--- src/rtl/uart_rx_dlyrdy_pkg.sv ---
package uart_rx_dlyrdy_pkg;

    // oversample strobes per bit cell and the strobe index sampled
    localparam int OS_RATE   = 16;
    localparam int SAMPLE_PT = 8;

    typedef enum logic [2:0] {
        ST_IDLE,
        ST_START,
        ST_DATA,
        ST_PAR,
        ST_STOP
    } rx_state_e;

    typedef struct packed {
        logic fe;
        logic pe;
        logic brk;
    } rx_err_t;

    // acc: xor of data bits, pbit: received parity bit
    function automatic logic parity_fault(input logic acc, input logic pbit,
                                          input logic even);
        return (acc ^ pbit) ^ ~even;
    endfunction

endpackage

--- src/rtl/uart_rx_frame.sv ---
module uart_rx_frame
    import uart_rx_dlyrdy_pkg::*;
#(
    parameter int DATA_W = 8,
    parameter int SEL_W  = $clog2(DATA_W)
) (
    input  logic              clk,
    input  logic              rst,
    input  logic              rxd,
    input  logic              os_tick,
    input  logic [SEL_W-1:0]  width_sel,
    input  logic              par_en,
    input  logic              par_even,
    input  logic              two_stop,
    output logic              out_valid,
    output logic [DATA_W-1:0] out_data,
    output rx_err_t           out_err
);
    localparam int OS_W = $clog2(OS_RATE);

    logic [1:0]        sync_q;
    logic              rxd_s;
    logic              prev_q;
    logic [OS_W-1:0]   os_cnt;
    rx_state_e         state;
    logic [SEL_W-1:0]  idx;
    logic [DATA_W-1:0] data_q;
    logic              acc_q, pbit_q, perr_q;
    logic              stop2_q, stop0_q;

    logic sample, s0_now, last_stop;

    assign rxd_s     = sync_q[1];
    assign sample    = os_tick && (os_cnt == OS_W'(SAMPLE_PT));
    assign s0_now    = stop2_q ? stop0_q : rxd_s;
    assign last_stop = !two_stop || stop2_q;

    always_ff @(posedge clk) begin
        if (rst) begin
            sync_q    <= 2'b11;
            prev_q    <= 1'b0;
            os_cnt    <= '0;
            state     <= ST_IDLE;
            idx       <= '0;
            data_q    <= '0;
            acc_q     <= 1'b0;
            pbit_q    <= 1'b0;
            perr_q    <= 1'b0;
            stop2_q   <= 1'b0;
            stop0_q   <= 1'b0;
            out_valid <= 1'b0;
            out_data  <= '0;
            out_err   <= '0;
        end else begin
            sync_q    <= {sync_q[0], rxd};
            out_valid <= 1'b0;
            out_err   <= '0;
            if (os_tick) begin
                prev_q <= rxd_s;
                os_cnt <= os_cnt + 1'b1;
            end
            unique case (state)
                ST_IDLE: begin
                    if (os_tick && prev_q && !rxd_s) begin
                        state  <= ST_START;
                        os_cnt <= OS_W'(1);
                    end
                end
                ST_START: begin
                    if (sample) begin
                        if (rxd_s) begin
                            state <= ST_IDLE;
                        end else begin
                            state  <= ST_DATA;
                            idx    <= '0;
                            data_q <= '0;
                            acc_q  <= 1'b0;
                        end
                    end
                end
                ST_DATA: begin
                    if (sample) begin
                        data_q[idx] <= rxd_s;
                        acc_q       <= acc_q ^ rxd_s;
                        if (idx == width_sel) begin
                            state   <= par_en ? ST_PAR : ST_STOP;
                            stop2_q <= 1'b0;
                        end else begin
                            idx <= idx + 1'b1;
                        end
                    end
                end
                ST_PAR: begin
                    if (sample) begin
                        pbit_q  <= rxd_s;
                        perr_q  <= parity_fault(acc_q, rxd_s, par_even);
                        state   <= ST_STOP;
                        stop2_q <= 1'b0;
                    end
                end
                ST_STOP: begin
                    if (sample) begin
                        if (!last_stop) begin
                            stop0_q <= rxd_s;
                            stop2_q <= 1'b1;
                        end else begin
                            out_valid   <= 1'b1;
                            out_data    <= data_q;
                            out_err.fe  <= !rxd_s || !s0_now;
                            out_err.pe  <= par_en && perr_q;
                            out_err.brk <= (data_q == '0) && !(par_en && pbit_q) && !s0_now;
                            state       <= ST_IDLE;
                        end
                    end
                end
                default: state <= ST_IDLE;
            endcase
        end
    end

endmodule

--- src/rtl/uart_rx_fifo.sv ---
module uart_rx_fifo #(
    parameter int DATA_W = 8,
    parameter int DEPTH  = 16,
    parameter int CNT_W  = $clog2(DEPTH + 1)
) (
    input  logic              clk,
    input  logic              rst,
    input  logic              push,
    input  logic [DATA_W-1:0] push_data,
    input  logic              pop,
    output logic [DATA_W-1:0] head,
    output logic [CNT_W-1:0]  count,
    output logic              overrun
);
    localparam int PTR_W = $clog2(DEPTH);

    logic [DATA_W-1:0] mem [DEPTH];
    logic [PTR_W-1:0]  wptr, rptr;
    logic full, do_pop, do_push;

    assign full    = (count == CNT_W'(DEPTH));
    assign do_pop  = pop && (count != '0);
    assign do_push = push && (!full || do_pop);
    assign head    = mem[rptr];

    function automatic logic [PTR_W-1:0] bump(input logic [PTR_W-1:0] p);
        return (p == PTR_W'(DEPTH - 1)) ? '0 : p + 1'b1;
    endfunction

    always_ff @(posedge clk) begin
        if (do_push) mem[wptr] <= push_data;
    end

    always_ff @(posedge clk) begin
        if (rst) begin
            wptr    <= '0;
            rptr    <= '0;
            count   <= '0;
            overrun <= 1'b0;
        end else begin
            if (do_push) wptr <= bump(wptr);
            if (do_pop)  rptr <= bump(rptr);
            count   <= count + CNT_W'(do_push) - CNT_W'(do_pop);
            overrun <= push && full && !do_pop;
        end
    end

endmodule

--- src/rtl/uart_rx_rdy_delay.sv ---
module uart_rx_rdy_delay
    import uart_rx_dlyrdy_pkg::*;
#(
    parameter int CNT_W = 5,
    parameter int DLY_W = 8
) (
    input  logic             clk,
    input  logic             rst,
    input  logic             os_tick,
    input  logic [CNT_W-1:0] count,
    input  logic [DLY_W-1:0] dly,
    output logic             ready
);
    localparam int SUB_W = $clog2(OS_RATE);

    logic [SUB_W-1:0] sub_q;
    logic [DLY_W-1:0] bits_q;
    logic             rdy_q;
    logic             nonempty;

    assign nonempty = (count != '0);
    assign ready    = rdy_q && nonempty;

    always_ff @(posedge clk) begin
        if (rst || !nonempty) begin
            sub_q  <= '0;
            bits_q <= '0;
            rdy_q  <= 1'b0;
        end else begin
            if (os_tick && !rdy_q) begin
                sub_q <= sub_q + 1'b1;
                if (sub_q == SUB_W'(OS_RATE - 1) && bits_q != '1)
                    bits_q <= bits_q + 1'b1;
            end
            if (dly == '0 || bits_q >= dly)
                rdy_q <= 1'b1;
        end
    end

endmodule

--- src/rtl/uart_rx_dlyrdy.sv ---
module uart_rx_dlyrdy
    import uart_rx_dlyrdy_pkg::*;
#(
    parameter int DATA_W = 8,
    parameter int DEPTH  = 16,
    parameter int DLY_W  = 8,
    parameter int SEL_W  = $clog2(DATA_W),
    parameter int CNT_W  = $clog2(DEPTH + 1)
) (
    input  logic              clk,
    input  logic              rst,
    input  logic              rxd,
    input  logic              os_tick,
    input  logic [SEL_W-1:0]  cfg_width_sel,
    input  logic              cfg_par_en,
    input  logic              cfg_par_even,
    input  logic              cfg_two_stop,
    input  logic [DLY_W-1:0]  cfg_rdy_dly,
    input  logic              rd_pop,
    output logic              wr_valid,
    output logic [DATA_W-1:0] wr_data,
    output logic [DATA_W-1:0] rd_data,
    output logic [CNT_W-1:0]  rd_count,
    output logic              brk_pulse,
    output logic              fe_pulse,
    output logic              pe_pulse,
    output logic              ovr_pulse,
    output logic              rx_ready
);
    logic              frm_valid;
    logic [DATA_W-1:0] frm_data;
    rx_err_t           frm_err;

    uart_rx_frame #(.DATA_W(DATA_W), .SEL_W(SEL_W)) u_frame (
        .clk       (clk),
        .rst       (rst),
        .rxd       (rxd),
        .os_tick   (os_tick),
        .width_sel (cfg_width_sel),
        .par_en    (cfg_par_en),
        .par_even  (cfg_par_even),
        .two_stop  (cfg_two_stop),
        .out_valid (frm_valid),
        .out_data  (frm_data),
        .out_err   (frm_err)
    );

    uart_rx_fifo #(.DATA_W(DATA_W), .DEPTH(DEPTH), .CNT_W(CNT_W)) u_fifo (
        .clk       (clk),
        .rst       (rst),
        .push      (frm_valid),
        .push_data (frm_data),
        .pop       (rd_pop),
        .head      (rd_data),
        .count     (rd_count),
        .overrun   (ovr_pulse)
    );

    uart_rx_rdy_delay #(.CNT_W(CNT_W), .DLY_W(DLY_W)) u_rdy (
        .clk     (clk),
        .rst     (rst),
        .os_tick (os_tick),
        .count   (rd_count),
        .dly     (cfg_rdy_dly),
        .ready   (rx_ready)
    );

    assign wr_valid  = frm_valid;
    assign wr_data   = frm_data;
    assign brk_pulse = frm_err.brk;
    assign fe_pulse  = frm_err.fe;
    assign pe_pulse  = frm_err.pe;

endmodule

--- config.mk ---
export PLATFORM = sky130hd
export DESIGN_NAME = uart_rx_dlyrdy
export DESIGN_NICKNAME = d
export VERILOG_FILES = /design/src/rtl/uart_rx_dlyrdy_pkg.sv /design/src/rtl/uart_rx_frame.sv /design/src/rtl/uart_rx_fifo.sv /design/src/rtl/uart_rx_rdy_delay.sv /design/src/rtl/uart_rx_dlyrdy.sv
export SDC_FILE = /design/constraint.sdc
export NUM_CORES = 1
export LEC_CHECK = 0
export ABC_AREA = 1
export BUFFER_PORTS_ARGS = -buffer_cell sky130_fd_sc_hd__buf_2
export CAP_MARGIN = 20
export CORE_ASPECT_RATIO = 0.9
export CORE_MARGIN = 2
export CORE_UTILIZATION = 45
export CTS_BUF_LIST = sky130_fd_sc_hd__clkbuf_8
export CTS_CLUSTER_SIZE = 24
export DETAILED_ROUTE_END_ITERATION = 6
export PLACE_DENSITY = 0.69
export SLEW_MARGIN = 20
export SYNTH_ARGS = -nofsm -noshare
export SYNTH_HDL_FRONTEND = slang
export SYNTH_HIERARCHICAL = 1
export SYNTH_SLANG_ARGS = --single-unit
--- constraint.sdc ---
create_clock -name clk -period 2.24 [get_ports clk]
set_input_delay 0.112 -clock clk [delete_from_list [all_inputs] [get_ports clk]]
set_output_delay 0.112 -clock clk [all_outputs]
set_load 0.01 [all_outputs]
; ---- After elaboration in Yosys (flattened, before gate mapping)
; Memory sizes are Yosys's and may differ from the RTL's. A register that Yosys moved wholly into a read port is not among the register bits.
; Index checks and enable logic that the tools add are counted.
[classes]
n_reduce_logical = 44
bitwise_logic = 6
n_addsub = 8
n_eq_ne = 21
order_cmp = 3
n_mux = 43
[op_table]
columns = op, n
row1 = two-way mux 3 bit, 12
row2 = two-way mux 4 bit, 7
row3 = two-way mux 8 bit, 3
row4 = adder 4 x 1 -> 4 bit (second input constant), 4
row5 = equality test 4 bit (second input constant), 4
row6 = zero test 8 bit, 2
row7 = one-hot mux 8 bit (2 select lines), 1
row8 = logical AND 1 bit, 15
row9 = one-hot mux 3 bit (5 select lines), 1
row10 = != test 2 x 1 -> 1 bit (second input constant), 7
row11 = two-way mux 1 bit, 13
row12 = adder 8 x 1 -> 8 bit (second input constant), 1
row13 = bitwise mux 8 bit, 1
row14 = greater-or-equal comparator 8 bit, 1
row15 = zero test 1 bit, 8
row16 = != test 8 bit (second input constant), 1
row17 = AND reduction 7 bit, 1
row18 = equality test 3 x 2 -> 1 bit (second input constant), 2
row19 = != test 2 bit (second input constant), 3
row20 = one-hot mux 3 bit (2 select lines), 1
row21 = AND reduction 3 bit, 2
row22 = AND reduction 6 bit, 1
row23 = adder 5 x 1 -> 5 bit, 1
row24 = equality test 5 bit (second input constant), 1
row25 = other kinds (23), 32
[word_totals]
output_inout_bits = 27
ramBits = 128
inputBits = 19
regBits = 65
mem_count = 1
word_cells = 149
[memory_table]
columns = memory, depth, word_bits, rd, rd_clocked_by_memory_dff, wr, line_no
row1 = u_fifo.mem, 16, 8, 1, 1, 1, uart_rx_fifo.sv:17  ; logic [DATA_W-1:0] mem [DEPTH];

; ---- Logic depth before layout (Yosys ltp)
[depth]
depth_word = 7
ltp_mapped = 17
mapped_depth_nobuf = 17

; ---- By module
; The synthesis kept the hierarchy.
[modules_own_cells]
columns = module, seq_area_each_um2, instances, cells_each, area_each_um2
row1 = uart_rx_fifo, 4204.0, 1, 661, 6538.8
row2 = uart_rx_frame, 760.7, 1, 280, 1956.9
row3 = uart_rx_rdy_delay, 260.2, 1, 133, 942.2

; ---- Worst setup path before layout
; No wires, ideal clock.
[synth_timing]
kind = register to register
from = reg u_fifo.count[2]
to = reg u_fifo.count[4]
arrival_ps = 2274
slack_ps = -147
stages_incl_launch_ff = 17
n_path_buf = 1
t_required_ps = 2127
period_less_slack_ps = 2387
setup_ps = 113
cell_sequence = dfxtp_1 > inv_1 > ha_1 > nand3_4 > nand2_4 > buf_2 > ha_1 > inv_1 > ha_1 > inv_1 > fa_1 > inv_1 > nand2_1 > nand2_1 > a21oi_1 > nor2_1 > nor2_1
[synth_between]
elab_chain_cells = 6
elab_cells_between_ends = 8
classes_between = 2 x add/sub / 1 x eq/ne / 5 x reduce/logical
[synth_rtl]
columns = item, line_no
row1 = start: declaration, uart_rx_fifo.sv:12  ; output logic [CNT_W-1:0] count,
row2 = start signal: assignment, uart_rx_fifo.sv:43  ; count <= count + CNT_W'(do_push) - CNT_W'(do_pop);
row3 = equality test 5 bit / nonzero test 5 bit (equally long branches), "uart_rx_fifo.sv:21, uart_rx_fifo.sv:22"
row4 = zero test 1 bit / logical AND 1 bit (equally long branches), "uart_rx_fifo.sv:23, uart_rx_fifo.sv:22"
row5 = logical OR 1 bit, uart_rx_fifo.sv:23  ; assign do_push = push && (!full || do_pop);
row6 = logical AND 1 bit, uart_rx_fifo.sv:23
row7 = adder 5 x 1 -> 5 bit, uart_rx_fifo.sv:43
row8 = subtractor 5 x 1 -> 5 bit (*), uart_rx_fifo.sv:43
; Mark *: on every way between the ends. The rest lies on a longest branch, timed or not.
; A chain may end at the register's enable or synchronous reset.

; ---- Worst setup path in the final report
; Same ends and word-level chain as after synthesis.

==> metrics.txt <==
# TYPE chip_impl_metric gauge
chip_impl_info{name="run_status",value="finished, final reports clean"} 1
chip_impl_metric{name="die_w",unit="um"} 157
chip_impl_metric{name="floorplan.io_pins",unit=""} 46
chip_impl_metric{name="finalNetCount",unit=""} 1193
chip_impl_metric{name="route.detailed.wl_per_inst",unit="um"} 14.1
chip_impl_info{name="synth_top_flop_cell",value="edfxtp_1"} 1
chip_impl_metric{name="placement_rows",unit=""} 50
chip_impl_metric{name="synth.avg_cell_area",unit="um^2"} 8.79
chip_impl_metric{name="hpwlAfterDp",unit="um"} 13100
chip_impl_metric{name="power_leakage",unit="nW"} 4.71
chip_impl_metric{name="crit_path_required_time",unit="ns"} 2.65
chip_impl_metric{name="timing.reg2reg.worst_path_depth",unit=""} 17
chip_impl_metric{name="die_height",unit="um"} 141
chip_impl_metric{name="final.fill_count",unit=""} 1951
chip_impl_metric{name="finalMaxSlewViolations",unit=""} 0
chip_impl_metric{name="initial_core_util",unit="%"} 45.6
chip_impl_metric{name="grtUsageTotal",unit="%"} 19.5
chip_impl_metric{name="utilization",unit="%"} 51.6
chip_impl_metric{name="die_area",unit="um^2"} 22100
chip_impl_metric{name="cts.clk_slew.worst_paths",unit="ns"} 0.10
chip_impl_metric{name="wirelength",unit="um"} 20400
chip_impl_metric{name="postSynthNetCount",unit=""} 1118
chip_impl_metric{name="synth.cell_area",unit="um^2"} 9440
chip_impl_metric{name="fin_crit_sh",unit="%"} 96.1
chip_impl_metric{name="synthCells",unit=""} 1074
chip_impl_metric{name="placement.cell_area",unit="um^2"} 10100
chip_impl_info{name="tritoncts",value="yes"} 1
chip_impl_metric{name="drt_first_pass_iters",unit=""} 6
chip_impl_info{name="synthTopCellsByCount",value="275 x nand2_1, 160 x inv_1, 128 x edfxtp_1"} 1
chip_impl_metric{name="report.final.hold_viol_count",unit=""} 0
chip_impl_metric{name="h-tree-depth",unit=""} 4
chip_impl_metric{name="synth_enable_flop_cells",unit=""} 128
chip_impl_info{name="critical_path.reg2reg.endpoint",value="u_fifo/count[4]"} 1
chip_impl_metric{name="clk-insertion-delay-late",unit="ns"} 0.47
chip_impl_metric{name="peak_supply_drop",unit="mV"} 0.561
chip_impl_info{name="synth.area.top_cells",value="edfxtp_1 41%, dfxtp_1 15%, nand2_1 11%"} 1
chip_impl_metric{name="synth.yosys.seq_area_share",unit="%"} 55.4
chip_impl_metric{name="power-per-cell-area",unit="nW/um^2"} 832
chip_impl_info{name="synth_most_common_cell",value="nand2_1"} 1
chip_impl_metric{name="finClkSkew",unit="ns"} 0.0107
chip_impl_metric{name="fmax",unit="MHz"} 464
chip_impl_info{name="whs_endpoint",value="u_fifo/wptr[2]"} 1
chip_impl_metric{name="measured_slew_at_the_worst_slew_check_pin",unit="ns"} 0.756
chip_impl_metric{name="hold-worst-slack",unit="ns"} 0.0954
chip_impl_metric{name="ys_warn_count",unit=""} 6
chip_impl_metric{name="placement.io_buffers",unit=""} 45
chip_impl_info{name="critical_path_class",value="reg -> reg"} 1
chip_impl_metric{name="cp_max_fo",unit=""} 2
chip_impl_metric{name="arrival",unit="ns"} 2.56
chip_impl_metric{name="grt_pass1_vias",unit=""} 6744
chip_impl_metric{name="antenna_found_initial",unit=""} 0
chip_impl_metric{name="timing.slew.headroom",unit="%"} 49.5
chip_impl_info{name="worst_hold_path_type",value="in -> reg"} 1
chip_impl_metric{name="cts-buffers-inserted",unit=""} 17
chip_impl_metric{name="finish.instance_area",unit="um^2"} 10700
chip_impl_metric{name="clock_path_buffers",unit=""} 2
chip_impl_metric{name="timing.final.setup_violations",unit=""} 0
chip_impl_metric{name="timing.reg2reg.setup_slack",unit="ns"} 0.09
chip_impl_info{name="startpoint_type",value="register"} 1
chip_impl_metric{name="vias",unit=""} 7096
chip_impl_metric{name="numClockSinks",unit=""} 197
chip_impl_metric{name="synth-seq-cells",unit=""} 197
chip_impl_metric{name="area.growth.synth_to_final",unit="%"} 13.2
chip_impl_info{name="r2r-start",value="u_fifo/count[2]"} 1
chip_impl_metric{name="setup-tns-final",unit="ns"} 0
chip_impl_info{name="critPathCaptureType",value="register"} 1
chip_impl_metric{name="largest_net_degree_at_the_start_of_global_routing",unit=""} 65
chip_impl_info{name="cts_root_buf",value="clkbuf_8"} 1
chip_impl_metric{name="gp_congestion",unit=""} 0.838
chip_impl_metric{name="maxCapViolations",unit=""} 0
chip_impl_metric{name="grt_remaining_overflow",unit=""} 0
chip_impl_metric{name="timing.final.crit_period",unit="ns"} 2.15
chip_impl_metric{name="whs_path_depth",unit=""} 3
chip_impl_metric{name="post_drt_via_cell_ratio",unit=""} 4.90
chip_impl_metric{name="synthArstFlopShare",unit="%"} 0
chip_impl_metric{name="drtIter0Drc",unit=""} 585
chip_impl_metric{name="grt_first_pass_wirelength",unit="um"} 33700
chip_impl_metric{name="number_of_unique_standard_cell_types_used_by_synthesis",unit=""} 40
chip_impl_info{name="worst_setup_path_startpoint",value="u_fifo/count[2]"} 1
chip_impl_info{name="worst_hold_startpoint",value="rst"} 1
chip_impl_info{name="netlist.top_cell.by_area",value="edfxtp_1"} 1
chip_impl_metric{name="routed_antenna_nets",unit=""} 0
chip_impl_metric{name="core-area",unit="um^2"} 20700
chip_impl_metric{name="post_route_cells_drive_above_1_share",unit="%"} 16.5
chip_impl_metric{name="antenna_cells",unit=""} 0
chip_impl_metric{name="fraction_of_synthesized_cell_area_taken_by_the_top_area_cell_type",unit="%"} 40.7
chip_impl_metric{name="drcViolationCount",unit=""} 0
chip_impl_metric{name="post-layout-total-power",unit="mW"} 8.89
[final cells by class]
class / instances / area (um^2) / share of cell area [%]
Sequential cell: 197 / 5240 / 49.0
Tap cell: 286 / 358 / 3.35
Clock inverter: 13 / 155 / 1.45
Multi-Input combinational cell: 669 / 3420 / 32.0
Inverter: 173 / 654 / 6.13
Timing Repair Buffer: 91 / 599 / 5.61
Clock buffer: 19 / 262 / 2.45
[cells in the final DEF (no fill, tap or decap), types with 4 or more instances in the layout]
cell type	synthesis	layout
buf_4	8	39
a21oi_2	10	11
nand4_1	16	16
dfxtp_1	69	65
xor2_1	13	13
nand3_1	122	121
inv_4	0	4
ha_1	24	21
edfxtp_1	128	128
clkbuf_8	0	19
nor2_1	93	93
or2_2	4	4
o21ai_1	10	10
inv_2	12	15
buf_2	20	45
o21ai_0	16	16
nor2_2	6	5
a21oi_1	23	22
nor3_1	20	20
dlygate4sd3_1	0	5
inv_1	160	158
nand2_2	10	13
nand2_1	275	272
nor2_4	7	8
[critical path, stage by stage, from the launching register on]
cell and delay [ns]:
dfxtp_4 0.37, inv_4 0.04, ha_4 0.17, nand3_4 0.08, nand2_2 0.06, inv_2 0.08
ha_4 0.19, inv_1 0.05, ha_2 0.17, inv_2 0.04, fa_2 0.38, inv_2 0.08
nand2_2 0.06, nand2_2 0.08, a21oi_2 0.05, nand2_1 0.05, nand2_1 0.04, nor2_1 0.10
[timing repair]
action / in CTS / in global routing
buffers inserted: 1 / 5
gates resized for setup: 2 / 12
hold buffers: 5 / 0
endpoints found under the setup margin: 1 / 2
hold endpoints to repair: 7 / 0
pin swaps: 1 / 6
[layer usage]
metal	share of wire [%]	track usage, %
met4	1.6	6.47
met5	0	0
met1	46	26.0
met2	46	31.7
met3	6.6	4.49
[how the worst max path moves through the flow]
stage                           end  slack [ns]  cells after the start
global route        u_fifo/count[4]       -0.03                     17
CTS                 u_fifo/count[4]       0.003                     16
global placement    u_fifo/count[4]        0.05                     16
finish              u_fifo/count[4]        0.09                     17
floorplan           u_fifo/count[4]       0.004                     16
detailed placement  u_fifo/count[4]      -0.002                     16
[flip-flops by register name, indices dropped and copies added, names as in the netlist, 2 cells and up, named ones only]
name / count
u_frame/out_data: 8
u_frame/data_q: 8
u_frame/sync_q: 2
u_fifo/count: 5
u_frame/out_err: 3
u_fifo/mem: 128
u_frame/os_cnt: 4
u_rdy/bits_q: 8
u_rdy/sub_q: 4
u_frame/idx: 3
u_fifo/wptr: 4
u_fifo/rptr: 4
u_frame/state: 3
[through the flow]
step	std cells	setup slack, ns
floorplan	1074	0.00387
global placement	1405	0.0487
detailed placement	1405	-0.00180
CTS	1443	0.00345
global route	1448	-0.0256
finish	1448	0.0863
[power breakdown]
part | internal, mW | switching [mW] | total, mW
sequential | 3.94 | 0.147 | 4.09
combinational | 0.898 | 1.49 | 2.39
clock | 1.16 | 1.25 | 2.41
[cells by family after synthesis]
| kind of cell | share of synthesized area [%] |
|---|---|
| fa+ha+maj | 3.39 |
| xor+xnor | 1.48 |
| buf+inv | 9.05 |
| flops | 55.4 |
| compound gates | 3.92 |
| simple gates | 26.8 |
Note: power is estimated with default switching activity, not from simulation.
